<file path="config.mk">
export PLATFORM = sky130hd
export DESIGN_NAME = rank_pwr_ctl
export DESIGN_NICKNAME = d
export VERILOG_FILES = /design/src/rtl/rank_pwr_pkg.sv /design/src/rtl/rank_evt_cnt.sv /design/src/rtl/rank_bank_guard.sv /design/src/rtl/rank_pwr_ctl.sv
export SDC_FILE = /design/constraint.sdc
export NUM_CORES = 1
export LEC_CHECK = 0
export BUFFER_PORTS_ARGS = -buffer_cell sky130_fd_sc_hd__buf_2
export CAP_MARGIN = 15
export CELL_PAD_IN_SITES_DETAIL_PLACEMENT = 1
export CELL_PAD_IN_SITES_GLOBAL_PLACEMENT = 2
export CORE_ASPECT_RATIO = 0.75
export CORE_MARGIN = 4
export CORE_UTILIZATION = 36
export CTS_CLUSTER_DIAMETER = 200
export DETAILED_ROUTE_END_ITERATION = 12
export GPL_TIMING_DRIVEN = 1
export PLACE_DENSITY = 0.78
export SYNTH_ARGS = -nofsm -noshare
export SYNTH_HDL_FRONTEND = slang
export SYNTH_SLANG_ARGS = --single-unit
export TNS_END_PERCENT = 20
</file>
<file path="constraint.sdc">
create_clock -name clk -period 5.79 [get_ports clk]
set_input_delay 1.158 -clock clk [delete_from_list [all_inputs] [get_ports clk]]
set_output_delay 1.158 -clock clk [all_outputs]
set_load 0.01 [all_outputs]
</file>
<file path="src/rtl/rank_pwr_pkg.sv">
package rank_pwr_pkg;
    typedef enum logic [2:0] {
        PS_IDLE = 3'd0,
        PS_REF  = 3'd1,
        PS_SREF = 3'd2,
        PS_PPD  = 3'd3,
        PS_ACT  = 3'd4,
        PS_APD  = 3'd5
    } pwr_state_e;

    function automatic logic is_low_power(pwr_state_e s);
        return (s == PS_SREF) || (s == PS_PPD) || (s == PS_APD);
    endfunction
endpackage

</file>
<file path="src/rtl/rank_evt_cnt.sv">
module rank_evt_cnt #(
    parameter int CNT_W = 6
) (
    input  logic clk,
    input  logic rst_n,
    input  logic sched_i,
    input  logic done_i,
    output logic zero_next_o,
    output logic err_o
);
    typedef struct packed {
        logic [CNT_W-1:0] cnt;
        logic             err;
    } cnt_s;

    cnt_s q, d;
    logic under;

    always_comb begin
        d     = q;
        under = done_i && (q.cnt == '0);
        if (under) d.err = 1'b1;
        case ({sched_i, done_i && !under})
            2'b10:   d.cnt = q.cnt + 1'b1;
            2'b01:   d.cnt = q.cnt - 1'b1;
            default: d.cnt = q.cnt;
        endcase
    end

    always_ff @(posedge clk) begin
        if (!rst_n) q <= '0;
        else        q <= d;
    end

    assign zero_next_o = (d.cnt == '0);
    assign err_o       = q.err;

    // a completion on an empty counter is flagged
    a_r3_underflow_flag: assert property (@(posedge clk) disable iff (!rst_n)
        (done_i && q.cnt == '0) |=> q.err);
    // the error flag never clears
    a_r3_err_sticky: assert property (@(posedge clk) disable iff (!rst_n)
        q.err |=> q.err);
    // an empty counter never wraps on a lone completion
    a_r3_no_wrap: assert property (@(posedge clk) disable iff (!rst_n)
        (done_i && !sched_i && q.cnt == '0) |=> (q.cnt == '0));
endmodule

</file>
<file path="src/rtl/rank_bank_guard.sv">
module rank_bank_guard #(
    parameter int T_W = 16
) (
    input  logic           clk,
    input  logic           rst_n,
    input  logic           col_set_i,
    input  logic           pre_set_i,
    input  logic           act_set_i,
    input  logic [T_W-1:0] set_time_i,
    input  logic           wake_i,
    input  logic [T_W-1:0] bound_i,
    output logic [T_W-1:0] col_o,
    output logic [T_W-1:0] pre_o,
    output logic [T_W-1:0] act_o
);
    typedef struct packed {
        logic [T_W-1:0] col;
        logic [T_W-1:0] pre;
        logic [T_W-1:0] act;
    } bound_s;

    bound_s q, d;

    function automatic logic [T_W-1:0] bump(logic [T_W-1:0] cur, logic w, logic [T_W-1:0] b);
        return (w && b > cur) ? b : cur;
    endfunction

    always_comb begin
        d     = q;
        d.col = bump(col_set_i ? set_time_i : q.col, wake_i, bound_i);
        d.pre = bump(pre_set_i ? set_time_i : q.pre, wake_i, bound_i);
        d.act = bump(act_set_i ? set_time_i : q.act, wake_i, bound_i);
    end

    always_ff @(posedge clk) begin
        if (!rst_n) q <= '0;
        else        q <= d;
    end

    assign col_o = q.col;
    assign pre_o = q.pre;
    assign act_o = q.act;

    // after a wake every bound is at least the wake bound
    a_r10_wake_bound: assert property (@(posedge clk) disable iff (!rst_n)
        wake_i |=> (q.col >= $past(bound_i) && q.pre >= $past(bound_i) && q.act >= $past(bound_i)));
    // without wake or load a column bound holds
    a_r10_col_hold: assert property (@(posedge clk) disable iff (!rst_n)
        (!wake_i && !col_set_i) |=> $stable(q.col));
endmodule

</file>
<file path="src/rtl/rank_pwr_ctl.sv">
module rank_pwr_ctl #(
    parameter int NUM_BANKS = 4,
    parameter int Q_W       = 5,
    parameter int CNT_W     = 6,
    parameter int T_W       = 16,
    parameter int IDLE_W    = 32,
    parameter int T_XP      = 3,
    parameter int T_XS      = 10,
    localparam int BANK_W   = $clog2(NUM_BANKS + 1),
    localparam int BT_W     = NUM_BANKS * T_W
) (
    input  logic              clk,
    input  logic              rst_n,
    input  logic              evt_sched_i,
    input  logic              evt_done_i,
    input  logic [Q_W-1:0]    rd_entries_i,
    input  logic [Q_W-1:0]    wr_entries_i,
    input  logic              bus_wr_i,
    input  logic [BANK_W-1:0] open_banks_i,
    input  logic              rd_resp_i,
    input  logic              pre_done_i,
    input  logic              ref_start_i,
    input  logic              ref_end_i,
    input  logic              wake_i,
    input  logic [NUM_BANKS-1:0] col_set_i,
    input  logic [NUM_BANKS-1:0] pre_set_i,
    input  logic [NUM_BANKS-1:0] act_set_i,
    input  logic [T_W-1:0]    set_time_i,
    output logic [2:0]        pwr_state_o,
    output logic              low_pwr_o,
    output logic              pd_enter_o,
    output logic              pd_exit_o,
    output logic              sr_enter_o,
    output logic              sr_exit_o,
    output logic              evt_err_o,
    output logic [IDLE_W-1:0] idle_cycles_o,
    output logic [BT_W-1:0]   col_at_o,
    output logic [BT_W-1:0]   pre_at_o,
    output logic [BT_W-1:0]   act_at_o
);
    import rank_pwr_pkg::*;

    localparam logic [T_W-1:0] XP_DLY = T_W'(T_XP);
    localparam logic [T_W-1:0] XS_DLY = T_W'(T_XS);

    typedef struct packed {
        pwr_state_e        state;
        logic              came_ppd;
        logic              pd_en;
        logic              pd_ex;
        logic              sr_en;
        logic              sr_ex;
        logic [IDLE_W-1:0] idle;
        logic [T_W-1:0]    now;
    } ctl_s;

    ctl_s q, d;
    logic zero_next, q_empty, entry_ok, force_sx, wake_go;
    logic [T_W-1:0] bound;

    rank_evt_cnt #(.CNT_W(CNT_W)) u_cnt (
        .clk(clk), .rst_n(rst_n), .sched_i(evt_sched_i), .done_i(evt_done_i),
        .zero_next_o(zero_next), .err_o(evt_err_o)
    );

    assign q_empty  = bus_wr_i ? (wr_entries_i == '0) : (rd_entries_i == '0);
    assign entry_ok = zero_next && q_empty;
    assign force_sx = (rd_entries_i != '0) || (bus_wr_i && wr_entries_i != '0);

    always_comb begin
        d       = q;
        d.now   = q.now + 1'b1;
        d.pd_en = 1'b0;
        d.pd_ex = 1'b0;
        d.sr_en = 1'b0;
        d.sr_ex = 1'b0;
        if (is_low_power(q.state)) d.idle = q.idle + 1'b1;
        case (q.state)
            PS_IDLE: begin
                if (ref_start_i) begin
                    d.state = PS_REF; d.came_ppd = 1'b0;
                end else if (rd_resp_i && entry_ok) begin
                    d.state = PS_PPD; d.pd_en = 1'b1;
                end else if (open_banks_i != '0) begin
                    d.state = PS_ACT;
                end
            end
            PS_ACT: begin
                if (rd_resp_i && entry_ok) begin
                    d.state = PS_APD; d.pd_en = 1'b1;
                end else if (pre_done_i && open_banks_i == '0) begin
                    if (entry_ok) begin
                        d.state = PS_PPD; d.pd_en = 1'b1;
                    end else begin
                        d.state = PS_IDLE;
                    end
                end
            end
            PS_APD: if (wake_i) begin
                d.state = PS_ACT; d.pd_ex = 1'b1;
            end
            PS_PPD: begin
                if (ref_start_i) begin
                    d.state = PS_REF; d.came_ppd = 1'b1;
                end else if (wake_i) begin
                    d.state = PS_IDLE; d.pd_ex = 1'b1;
                end
            end
            PS_REF: if (ref_end_i) begin
                if (q_empty && q.came_ppd) begin
                    d.state = PS_SREF; d.sr_en = 1'b1;
                end else if (q_empty) begin
                    d.state = PS_PPD; d.pd_en = 1'b1;
                end else begin
                    d.state = PS_IDLE;
                end
            end
            PS_SREF: if (force_sx) begin
                d.state = PS_IDLE; d.sr_ex = 1'b1;
            end
            default: d.state = PS_IDLE;
        endcase
    end

    always_ff @(posedge clk) begin
        if (!rst_n) q <= '{state: PS_IDLE, default: '0};
        else        q <= d;
    end

    assign wake_go = d.pd_ex || d.sr_ex;
    assign bound   = q.now + ((q.state == PS_SREF) ? XS_DLY : XP_DLY);

    for (genvar b = 0; b < NUM_BANKS; b++) begin : g_bank
        rank_bank_guard #(.T_W(T_W)) u_guard (
            .clk(clk), .rst_n(rst_n),
            .col_set_i(col_set_i[b]), .pre_set_i(pre_set_i[b]), .act_set_i(act_set_i[b]),
            .set_time_i(set_time_i), .wake_i(wake_go), .bound_i(bound),
            .col_o(col_at_o[b*T_W +: T_W]), .pre_o(pre_at_o[b*T_W +: T_W]),
            .act_o(act_at_o[b*T_W +: T_W])
        );
    end

    assign pwr_state_o   = q.state;
    assign low_pwr_o     = is_low_power(q.state);
    assign pd_enter_o    = q.pd_en;
    assign pd_exit_o     = q.pd_ex;
    assign sr_enter_o    = q.sr_en;
    assign sr_exit_o     = q.sr_ex;
    assign idle_cycles_o = q.idle;

    // active power-down only returns to active
    a_r8_apd_to_act: assert property (@(posedge clk) disable iff (!rst_n)
        ($past(q.state) == PS_APD && q.state != PS_APD) |-> q.state == PS_ACT);
    // self-refresh only returns to idle
    a_r9_sref_to_idle: assert property (@(posedge clk) disable iff (!rst_n)
        ($past(q.state) == PS_SREF && q.state != PS_SREF) |-> q.state == PS_IDLE);
    // refresh is entered only from idle or precharge power-down
    a_r7_ref_source: assert property (@(posedge clk) disable iff (!rst_n)
        ($past(q.state) != PS_REF && q.state == PS_REF) |->
        ($past(q.state) == PS_IDLE || $past(q.state) == PS_PPD));
    // a power-down entry strobe comes with a fresh power-down state
    a_r5_entry_strobe: assert property (@(posedge clk) disable iff (!rst_n)
        pd_enter_o |-> ((q.state == PS_PPD || q.state == PS_APD) && !$past(low_pwr_o)));
    // an exit strobe follows a low-power cycle
    a_r8_exit_follows_lp: assert property (@(posedge clk) disable iff (!rst_n)
        (pd_exit_o || sr_exit_o) |-> ($past(low_pwr_o) && !low_pwr_o));
    // the idle count rises in each low-power cycle
    a_r11_idle_count: assert property (@(posedge clk) disable iff (!rst_n)
        low_pwr_o |=> idle_cycles_o == $past(idle_cycles_o) + 1'b1);
    // at most one strobe at a time
    a_r2_one_strobe: assert property (@(posedge clk) disable iff (!rst_n)
        $onehot0({pd_enter_o, pd_exit_o, sr_enter_o, sr_exit_o}));
endmodule

</file>
* Yosys cells after proc, flatten, opt, wreduce, memory -nomap -nowiden
Cells that the tools add are included.
** Storage, ports and cells
- Bits in registers :: 255
- Bits of input ports :: 51
** Operators by class
- Add/sub/neg operators :: 5
- Magnitude comparators :: 12
- Equal/unequal tests :: 15
- Muxes and demuxes :: 59
- Reduce and logical (&&, ||, !) cells :: 37
** Operator list (number)
- $mux W16 :: 24
- $gt A16 B16 Y1 :: 12
- $mux W3 :: 11
- $add A32 B1 Y32 const B :: 1
- $logic_and A1 B1 Y1 :: 19
- $pmux W3 S6 :: 1
- $add A16 B1 Y16 const B :: 1
- $add A16 B4 Y16 :: 1
- $mux W1 :: 16
- $logic_not A6 Y1 :: 2
- $pmux W6 S2 :: 1
- $logic_not A5 Y1 :: 2
- $ne A2 B2 Y1 const B :: 5
- $reduce_bool A5 Y1 :: 2
- $add A6 B1 Y6 const B :: 1
- $eq A3 B2 Y1 const B :: 2
- $eq A3 B3 Y1 const B :: 2
- $logic_not A3 Y1 :: 2
- $ne A3 B3 Y1 const B :: 2
- $reduce_and A3 Y1 :: 2
- $reduce_and A6 Y1 :: 1
- $sub A6 B1 Y6 const B :: 1
- $logic_or A1 B1 Y1 :: 4
- $mux W2 :: 2
- 10 further kinds :: 11

* Longest topological paths before layout
Gate-level depths: netlist (run 1).
- Word-level depth :: 12
- Depth in mapped cells :: 21
- Mapped depth without buffers :: 18

* By module
A second synthesis (run 1) with hierarchy kept.
** Second synthesis, totals
- Cell total of the unflattened synthesis :: 1732
- Area total of the unflattened synthesis :: 16872.4 um^2
** By module, submodules not included
- rank_bank_guard (g_bank[0].u_guard ...) :: times used 2, cells each 320, area each 3270.6 um^2, sequential area each 960.9 um^2
- rank_bank_guard (g_bank[2].u_guard) :: times used 1, cells each 346, area each 3500.9 um^2, sequential area each 960.9 um^2
- rank_pwr_ctl :: times used 1, cells each 391, area each 3325.7 um^2, sequential area each 1121.1 um^2
- rank_bank_guard (g_bank[3].u_guard) :: times used 1, cells each 303, area each 3045.4 um^2, sequential area each 960.9 um^2
- rank_evt_cnt :: times used 1, cells each 52, area each 459.2 um^2, sequential area each 140.1 um^2

* Least setup slack after synthesis (run 1)
Ideal clock, no wire load.
- Path kind :: reg-to-reg
- Start :: register q (netlist bit pwr_state_o[2])
- End :: register g_bank[3].u_guard.q (netlist bit g_bank[3].u_guard.col_o[11])
- Setup time :: 0.123 ns
- Arrival :: 4.045 ns
- Required time :: 5.667 ns
- Slack :: 1.622 ns
- Stages on the path, launching flop included :: 18
- Buffers on the path :: 1
- Cell sequence :: dfxtp_1 > buf_4 > nor2b_4 > nand2b_1 > inv_1 > ha_1 > o211ai_1 > a21oi_1 > nand4_1 > xnor2_1 > ha_1 > a21o_1 > a21o_1 > a21oi_1 > nor2_1 > a2111oi_1 > a311oi_4 > mux2_1
** Between the ends
- Cells in the longest elaborated chain, start to end :: 6
- Elaborated cells on any way between the ends :: 11
- Those cells by class :: add/sub (1); order compare (1); eq/ne (3); mux (4); reduce/logical (2)
** RTL lines
- from (decl) :: RTL line rank_pwr_ctl.sv:57 : ctl_s q, d;
- from (signal assigned) :: RTL line rank_pwr_ctl.sv:126 : if (!rst_n) q <= '{state: PS_IDLE, default: '0};
- from (signal assigned) :: RTL line rank_pwr_ctl.sv:127 : else q <= d;
- $eq A3 B2 Y1 :: RTL line rank_pwr_ctl.sv:78, rank_pwr_ctl.sv:131
- $mux W4 :: RTL line rank_pwr_ctl.sv:131 : assign bound = q.now + ((q.state == PS_SREF) ? XS_DLY : XP_DLY);
- $add A16 B4 Y16 :: RTL line rank_pwr_ctl.sv:131
- $gt A16 B16 Y1 :: RTL line rank_bank_guard.sv:25 : return (w && b > cur) ? b : cur;
- $logic_and A1 B1 Y1 :: RTL line rank_bank_guard.sv:25
- $mux W16 (*) :: RTL line rank_bank_guard.sv:25
- to (signal assigned) :: RTL line rank_bank_guard.sv:36 : if (!rst_n) q <= '0;
- to (signal assigned) :: RTL line rank_bank_guard.sv:37 : else q <= d;
- to (decl) :: RTL line rank_bank_guard.sv:22 : bound_s q, d;
Mark *: on every way between the ends. The rest lies on a longest branch, timed or not.
A chain may end at the register's enable or synchronous reset.

* Final worst setup path (run 1)
- Start :: register q (netlist bit pwr_state_o[0])
- End :: register g_bank[0].u_guard.q (netlist bit g_bank[0].u_guard.col_o[13])
** Between the ends
- Cells in the longest elaborated chain, start to end :: 6
- Elaborated cells on any way between the ends :: 11
- Those cells by class :: add/sub (1); order compare (1); eq/ne (3); mux (4); reduce/logical (2)
** RTL lines (RTL line)
- $eq A3 B2 Y1 :: rank_pwr_ctl.sv:78, rank_pwr_ctl.sv:131
- $mux W4 :: rank_pwr_ctl.sv:131
- $add A16 B4 Y16 :: rank_pwr_ctl.sv:131
- $gt A16 B16 Y1 :: rank_bank_guard.sv:25
- $logic_and A1 B1 Y1 :: rank_bank_guard.sv:25
- $mux W16 (*) :: rank_bank_guard.sv:25
- to (signal assigned) :: rank_bank_guard.sv:36
- to (signal assigned) :: rank_bank_guard.sv:37
- to (decl) :: rank_bank_guard.sv:22
Marked as above.

==> flow_summary_export.csv, run 1 <==
group,metric,value,unit
critical_path,critical_path_arrival,5.63,ns
clock_network,clkLatencyLatePin,0.59,ns
timing,period_minus_slack,5.18,ns
floorplan,die_w,262,um
timing,worst_slack,0.611,ns
synth,async_reset_ff_share,0,%
cells_and_area,drive_above_1_share,22.3,%
clock_network,cts-hold-fix-buffers,0,
floorplan,die-area,0.0521,mm2
placement,gp_congestion,0.886,
timing,fin_crit_sh,89.4,%
global_routing,grt_pass1_vias,15700,
clock_network,numCtsBuffers,30,
drt,first_pass_iters,8,
critical_path,r2r_start,"pwr_state_o[0]$_SDFFE_PN0P_",
global_routing,grt_max_degree,97,
clock_network,cts_resized,0,
timing,setup_violations,0,
cells_and_area,syn_to_final_growth,16.0,%
critical_path,critPathKind,"flip-flop to flip-flop",
synth,synth_edf_count,0,
critical_path,crit_required,6.25,ns
critical_path,regToRegEndpoint,"g_bank[0].u_guard.col_o[13]$_SDFF_PN0_",
power_and_ir_drop,ir_drop,0.203,mV
global_routing,grt_overflow,0,
synth,seq_area_frac_synth,29.3,%
drt,vias,15100,
clock_network,cts_tree,"built",
clock_network,cts_root_buffer,"clkbuf_16",
floorplan,pin_count,284,
synth,synth.distinct_cells,68,
clock_network,clk_pin_slew_worst_paths,0.06,ns
hold_path,hold_path_startpoint,"u_cnt.err_o$_SDFFE_PN0P_",
placement,pre_cts_ws,0.605,ns
drt,routed_wl,70.6,mm
outcome,status,"finished clean",
power_and_ir_drop,cellPowerDensity,273,mW/mm2
clock_network,htreeDepth,1,
clock_network,cts_setup_buffers,0,
cells_and_area,nets,2281,
drt,viasPerCell,5.61,
hold_path,min_path_type,"flip-flop to flip-flop",
timing,clock.fmax,193,MHz
timing,setup_tns,0,ns
floorplan,core_area,0.0477,mm2
critical_path,cp-end-kind,"flip-flop",
floorplan,fp.dieH,199,um
placement,io_buffers,283,
floorplan,start_util,36.6,%
job,drv_cap,0,
critical_path,cp-start-kind,"flip-flop",
global_routing,antenna_found_initial,1,
synth,syn_area,0.0174,mm2
power_and_ir_drop,power,5.52,mW
power_and_ir_drop,cellLeakagePower,9.23,nW
synth,ys_seq_elements,255,
placement,dpl.hpwl,50.3,mm
clock_network,clockBufferDepth,3,
synth,postSynthCellCount,1819,
global_routing,grt_pass1_wl,103,mm
synth,synth_area_per_cell,9.59,um2
drt,wire_per_inst,26.3,um
hold_path,hold_end,"u_cnt.err_o$_SDFFE_PN0P_",
timing,rsz0062_at_grt,"no",
drt,ant_nets,0,
critical_path,critPathMaxFanout,16,
timing,clock_skew,0.0249,ns
floorplan,row_count,69,
global_routing,track_usage,26.3,%
timing,relSlewSlack,16.0,%
timing,drv_slew,0,
synth,yosys_most_used_dff,"dfxtp_1",
timing,final_hold_viol_count,0,
clock_network,clock_sinks,255,
synth,yosysWarnings,0,
critical_path,r2r_slack,0.61,ns
critical_path,ff2ff_path_depth,14,
timing,tightest_slew,1.26,ns
drt,drt_iter0_drc,1061,
synth,syn-num-nets,2073,
drt,drcViolationCount,0,
hold_path,min_path_cells,2,
==> kinds of logic after synthesis <==
kind of cell	after synthesis	share of synthesized area, %
xor+xnor	56	2.81
mux	390	22.7
buf+inv	171	5.30
fa+ha+maj	203	14.6
compound gates	216	8.63
flops	255	29.3
simple gates	528	16.6
==> synthesized netlist by cell type (5+ instances only) <==
master	n	area, um2
a2111oi_0	10	87.6
a211oi_4	6	120
a21o_1	23	173
a21oi_1	62	310
a31oi_1	5	31.3
and2_1	12	75.1
and3_1	6	37.5
and4_1	10	87.6
buf_2	18	90.1
buf_4	37	278
buf_6	14	158
clkbuf_1	75	282
dfxtp_1	255	5100
ha_1	202	2530
inv_1	23	86.3
mux2_2	47	529
mux2i_1	342	3420
nand2_1	67	251
nand2b_1	155	970
nand3_1	30	150
nand4_1	48	300
nor2_1	115	432
nor2b_1	20	125
nor3_1	20	100
nor3b_1	5	37.5
nor4_1	13	81.3
o211ai_1	5	37.5
o21a_1	15	113
o21ai_0	58	290
or3_1	8	50.1
xnor2_1	27	236
xor2_1	29	254
==> area by class of cell <==
cell class	instances	area, um2
diodes	1	2.50
well taps	639	800
repair buffers	324	1730
flip-flops and latches	255	5100
clock inverters	6	80.1
clock buffers	45	908
fillers	5493	27400
multi-input cells	1393	11500
inverters	23	86.3
==> placed cells by master, fill, tap and decap left out, drive strengths merged, types with 49 or more instances in the layout <==
cell type	instances
nand2b	155
nand2	67
o21ai	59
nor2	116
buf	324
a21oi	64
mux2i	342
dfxtp	255
nand4	49
ha	202
==> how the worst max path moves through the flow <==
stage,startpoint,slack [ns],end
6_report,pwr_state_o[0]$_SDFFE_PN0P_,0.61,g_bank[0].u_guard.col_o[13]$_SDFF_PN0_
5_1_grt,pwr_state_o[0]$_SDFFE_PN0P_,0.22,g_bank[0].u_guard.col_o[11]$_SDFF_PN0_
4_1_cts,pwr_state_o[0]$_SDFFE_PN0P_,0.59,g_bank[0].u_guard.col_o[13]$_SDFF_PN0_
3_5_place_dp,pwr_state_o[0]$_SDFFE_PN0P_,0.61,g_bank[0].u_guard.col_o[13]$_SDFF_PN0_
3_3_place_gp,pwr_state_o[0]$_SDFFE_PN0P_,0.82,g_bank[0].u_guard.col_o[11]$_SDFF_PN0_
2_1_floorplan,pwr_state_o[2]$_SDFFE_PN0P_,1.62,g_bank[3].u_guard.col_o[11]$_SDFF_PN0_
==> report_power, final <==
group | internal [mW] | switching, mW | total [mW]
clock | 1.16 | 0.806 | 1.96
sequential | 1.88 | 0.117 | 1.99
combinational | 0.592 | 0.969 | 1.56
==> per-stage QoR <==
step / hold WS (ns) / cells / area [um2] / utilization, %
detailed placement: 0.487 / 2634 / 19200 / 40.4
floorplan: 0.443 / 1819 / 17400 / -
CTS: 0.501 / 2685 / 20200 / 42.4
global route: 0.533 / 2686 / 20200 / 42.4
global placement: 0.456 / 2634 / 19200 / 40.4
finish: 0.483 / 2686 / 20200 / 42.4
==> metal layers <==
| layer | wire length (um) | track usage, % | vias up |
|---|---|---|---|
| li1 | - | - | 6915 |
| met1 | 32800 | 36.7 | 7552 |
| met2 | 31300 | 42.1 | 465 |
| met3 | 4080 | 4.05 | 130 |
| met4 | 2430 | 8.10 | 0 |
| met5 | 0 | 0 | - |
==> state kept, by name (all words and copies together) (netlist names) <==
| signal | count |
|---|---|
| sr_exit_o | 1 |
| pwr_state_o | 3 |
| q | 17 |
| g_bank.u_guard.pre_o | 64 |
| u_cnt.q | 6 |
| u_cnt.err_o | 1 |
| pd_exit_o | 1 |
| sr_enter_o | 1 |
| idle_cycles_o | 32 |
| g_bank.u_guard.act_o | 64 |
| pd_enter_o | 1 |
| g_bank.u_guard.col_o | 64 |
==> worst max-delay path, stage by stage (launching register included) <==
cell and delay, ns:
dfxtp_1 0.57, nand2b_1 0.23, ha_1 0.21, inv_1 0.06
ha_1 0.22, inv_1 0.06, a31oi_1 0.14, nor2_1 0.39
xor2_2 0.79, ha_1 0.31, a2111oi_0 0.09, a2111oi_0 0.47
nor3_1 0.14, a211oi_4 0.96, mux2_2 0.43
Note: power is estimated with default switching activity, not from simulation.
==> run 2, diff against run 1 <==
- PLACE_DENSITY: 0.78 -> 0.93
==> flow_summary_export.csv, run 2 (synthesis results as in run 1) <==
group,metric,value,unit
job,drv_cap,0,
clock_network,cts_setup_buffers,0,
timing,relSlewSlack,17.4,%
timing,clock.fmax,186,MHz
critical_path,critical_path_arrival,5.85,ns
global_routing,grt_pass1_vias,16200,
drt,first_pass_iters,5,
floorplan,die_w,262,um
power_and_ir_drop,cellPowerDensity,279,mW/mm2
global_routing,grt_max_degree,121,
drt,viasPerCell,5.77,
timing,setup_violations,0,
global_routing,grt_overflow,0,
critical_path,crit_required,6.27,ns
timing,tightest_slew,1.24,ns
drt,routed_wl,71.4,mm
drt,wire_per_inst,26.6,um
cells_and_area,final_cell_mix,"342 x mux2i_1, 282 x buf_2, 255 x dfxtp_1",
clock_network,cts_tree,"built",
critical_path,critPathKind,"flip-flop to flip-flop",
floorplan,fp.dieH,199,um
global_routing,antenna_found_initial,5,
global_routing,grt_pass1_wl,105,mm
outcome,status,"finished clean",
drt,drcViolationCount,0,
cells_and_area,syn_to_final_growth,16.0,%
timing,fin_crit_sh,92.7,%
timing,drv_slew,0,
cells_and_area,drive_above_1_share,22.3,%
timing,rsz0062_at_grt,"no",
timing,period_minus_slack,5.37,ns
clock_network,numCtsBuffers,31,
cells_and_area,design_area,0.0202,mm2
clock_network,clock_sinks,255,
placement,io_buffers,283,
clock_network,clkLatencyLatePin,0.59,ns
timing,setup_tns,0,ns
drt,wl_met1,31.1,mm
cells_and_area,nets,2276,
drt,dr_wl_met3,5.28,mm
critical_path,cp-end-kind,"flip-flop",
cells_and_area,fill_cells,5522,
placement,placed_cell_area,0.0192,mm2
timing,final_hold_viol_count,0,
floorplan,pin_count,284,
placement,gp_congestion,0.925,
clock_network,htreeDepth,1,
cells_and_area,antenna_cells,0,
clock_network,clockBufferDepth,3,
placement,dpl.hpwl,50.9,mm
clock_network,cts_resized,0,
critical_path,cp-start-kind,"flip-flop",
critical_path,critPathMaxFanout,15,
drt,drt_iter0_drc,1022,
drt,vias,15500,
drt,met2WireLength,32.0,mm
timing,clock_skew,0.0137,ns
drt,routed.top_layer,"met5",
global_routing,track_usage,26.4,%
clock_network,cts-hold-fix-buffers,0,
drt,ant_nets,0,
power_and_ir_drop,ir_drop,0.251,mV
clock_network,cts_root_buffer,"clkbuf_16",
clock_network,clk_pin_slew_worst_paths,0.06,ns
hold_path,min_path_type,"flip-flop to flip-flop",
cells_and_area,multi_input_area,0.0115,mm2
cells_and_area,final_common_cell,"mux2i_1",
power_and_ir_drop,cellLeakagePower,9.23,nW
floorplan,start_util,36.6,%
floorplan,row_count,69,
floorplan,die-area,0.0521,mm2
cells_and_area,seq_area,0.00510,mm2
floorplan,core_area,0.0477,mm2
[run 2: cell types whose count changed in the layout (fill, tap and decap cells not counted), moves of 2 or more]
cell / before / now
buf_4: 41 / 35
clkbuf_1: 6 / 4
clkbuf_8: 8 / 6
clkinv_2: 4 / 9
clkinv_4: 0 / 2
xor2_1: 26 / 28
xor2_2: 3 / 1
[run 2: where the power goes]
part	leakage, nW	total (mW)	internal (mW)	switching (mW)
logic	6.62	1.57	0.590	0.985
registers	2.10	2.00	1.88	0.124
clock network	0.522	2.06	1.19	0.870
[run 2: worst paths after layout]
path | from | endpoint | slack, ns | cells after the start
setup / recovery | pwr_state_o[1]$_SDFFE_PN0P_ | g_bank[0].u_guard.col_o[5]$_SDFF_PN0_ | 0.42 | 17
hold / removal | u_cnt.err_o$_SDFFE_PN0P_ | u_cnt.err_o$_SDFFE_PN0P_ | 0.48 | 2
setup reg to reg | pwr_state_o[1]$_SDFFE_PN0P_ | g_bank[0].u_guard.col_o[5]$_SDFF_PN0_ | 0.42 | 17
hold reg to reg | u_cnt.err_o$_SDFFE_PN0P_ | u_cnt.err_o$_SDFFE_PN0P_ | 0.48 | 2
[run 2: per-layer routing]
layer | GRT usage (%) | vias to the layer above
met5 | 0 | -
li1 | - | 6910
met1 | 35.3 | 7782
met4 | 10.3 | 2
met2 | 42.2 | 609
met3 | 5.23 | 197
[run 2: area by class of cell]
type,instances,area share [%]
clock buffer,41,4.32
clock inverter,16,0.848
inverter,23,0.427
multi-input combinational,1393,56.9
sequential,255,25.2
tap,639,3.95
timing repair buffer,318,8.33
[run 2: worst max-delay path, cell delays in order (launching register included)]
cell and delay [ns]:
dfxtp_1 0.58, nor2b_4 0.27, nand2b_1 0.13, ha_1 0.24
inv_1 0.07, ha_1 0.20, inv_1 0.06, a31oi_1 0.30
nor2_1 0.20, xor2_1 0.64, buf_4 0.37, ha_1 0.22
a2111oi_0 0.08, a2111oi_0 0.51, nor3_1 0.16, a211oi_4 0.71
buf_4 0.29, mux2i_1 0.22
[run 2: through the flow]
| stage | total power [mW] | utilization (%) | hold slack (ns) | setup slack [ns] | std cells |
|---|---|---|---|---|---|
| 4_1_cts | 5.64 | 42.4 | 0.480 | 0.438 | 2685 |
| 5_1_grt | 5.88 | 42.4 | 0.507 | 0.0660 | 2685 |
| 3_3_place_gp | 3.49 | 40.2 | 0.465 | 0.762 | 2628 |
| 2_1_floorplan | 3.02 | - | 0.443 | 1.62 | 1819 |
| 6_report | 5.64 | 42.4 | 0.475 | 0.424 | 2685 |
| 3_5_place_dp | 3.57 | 40.2 | 0.466 | 0.451 | 2628 |
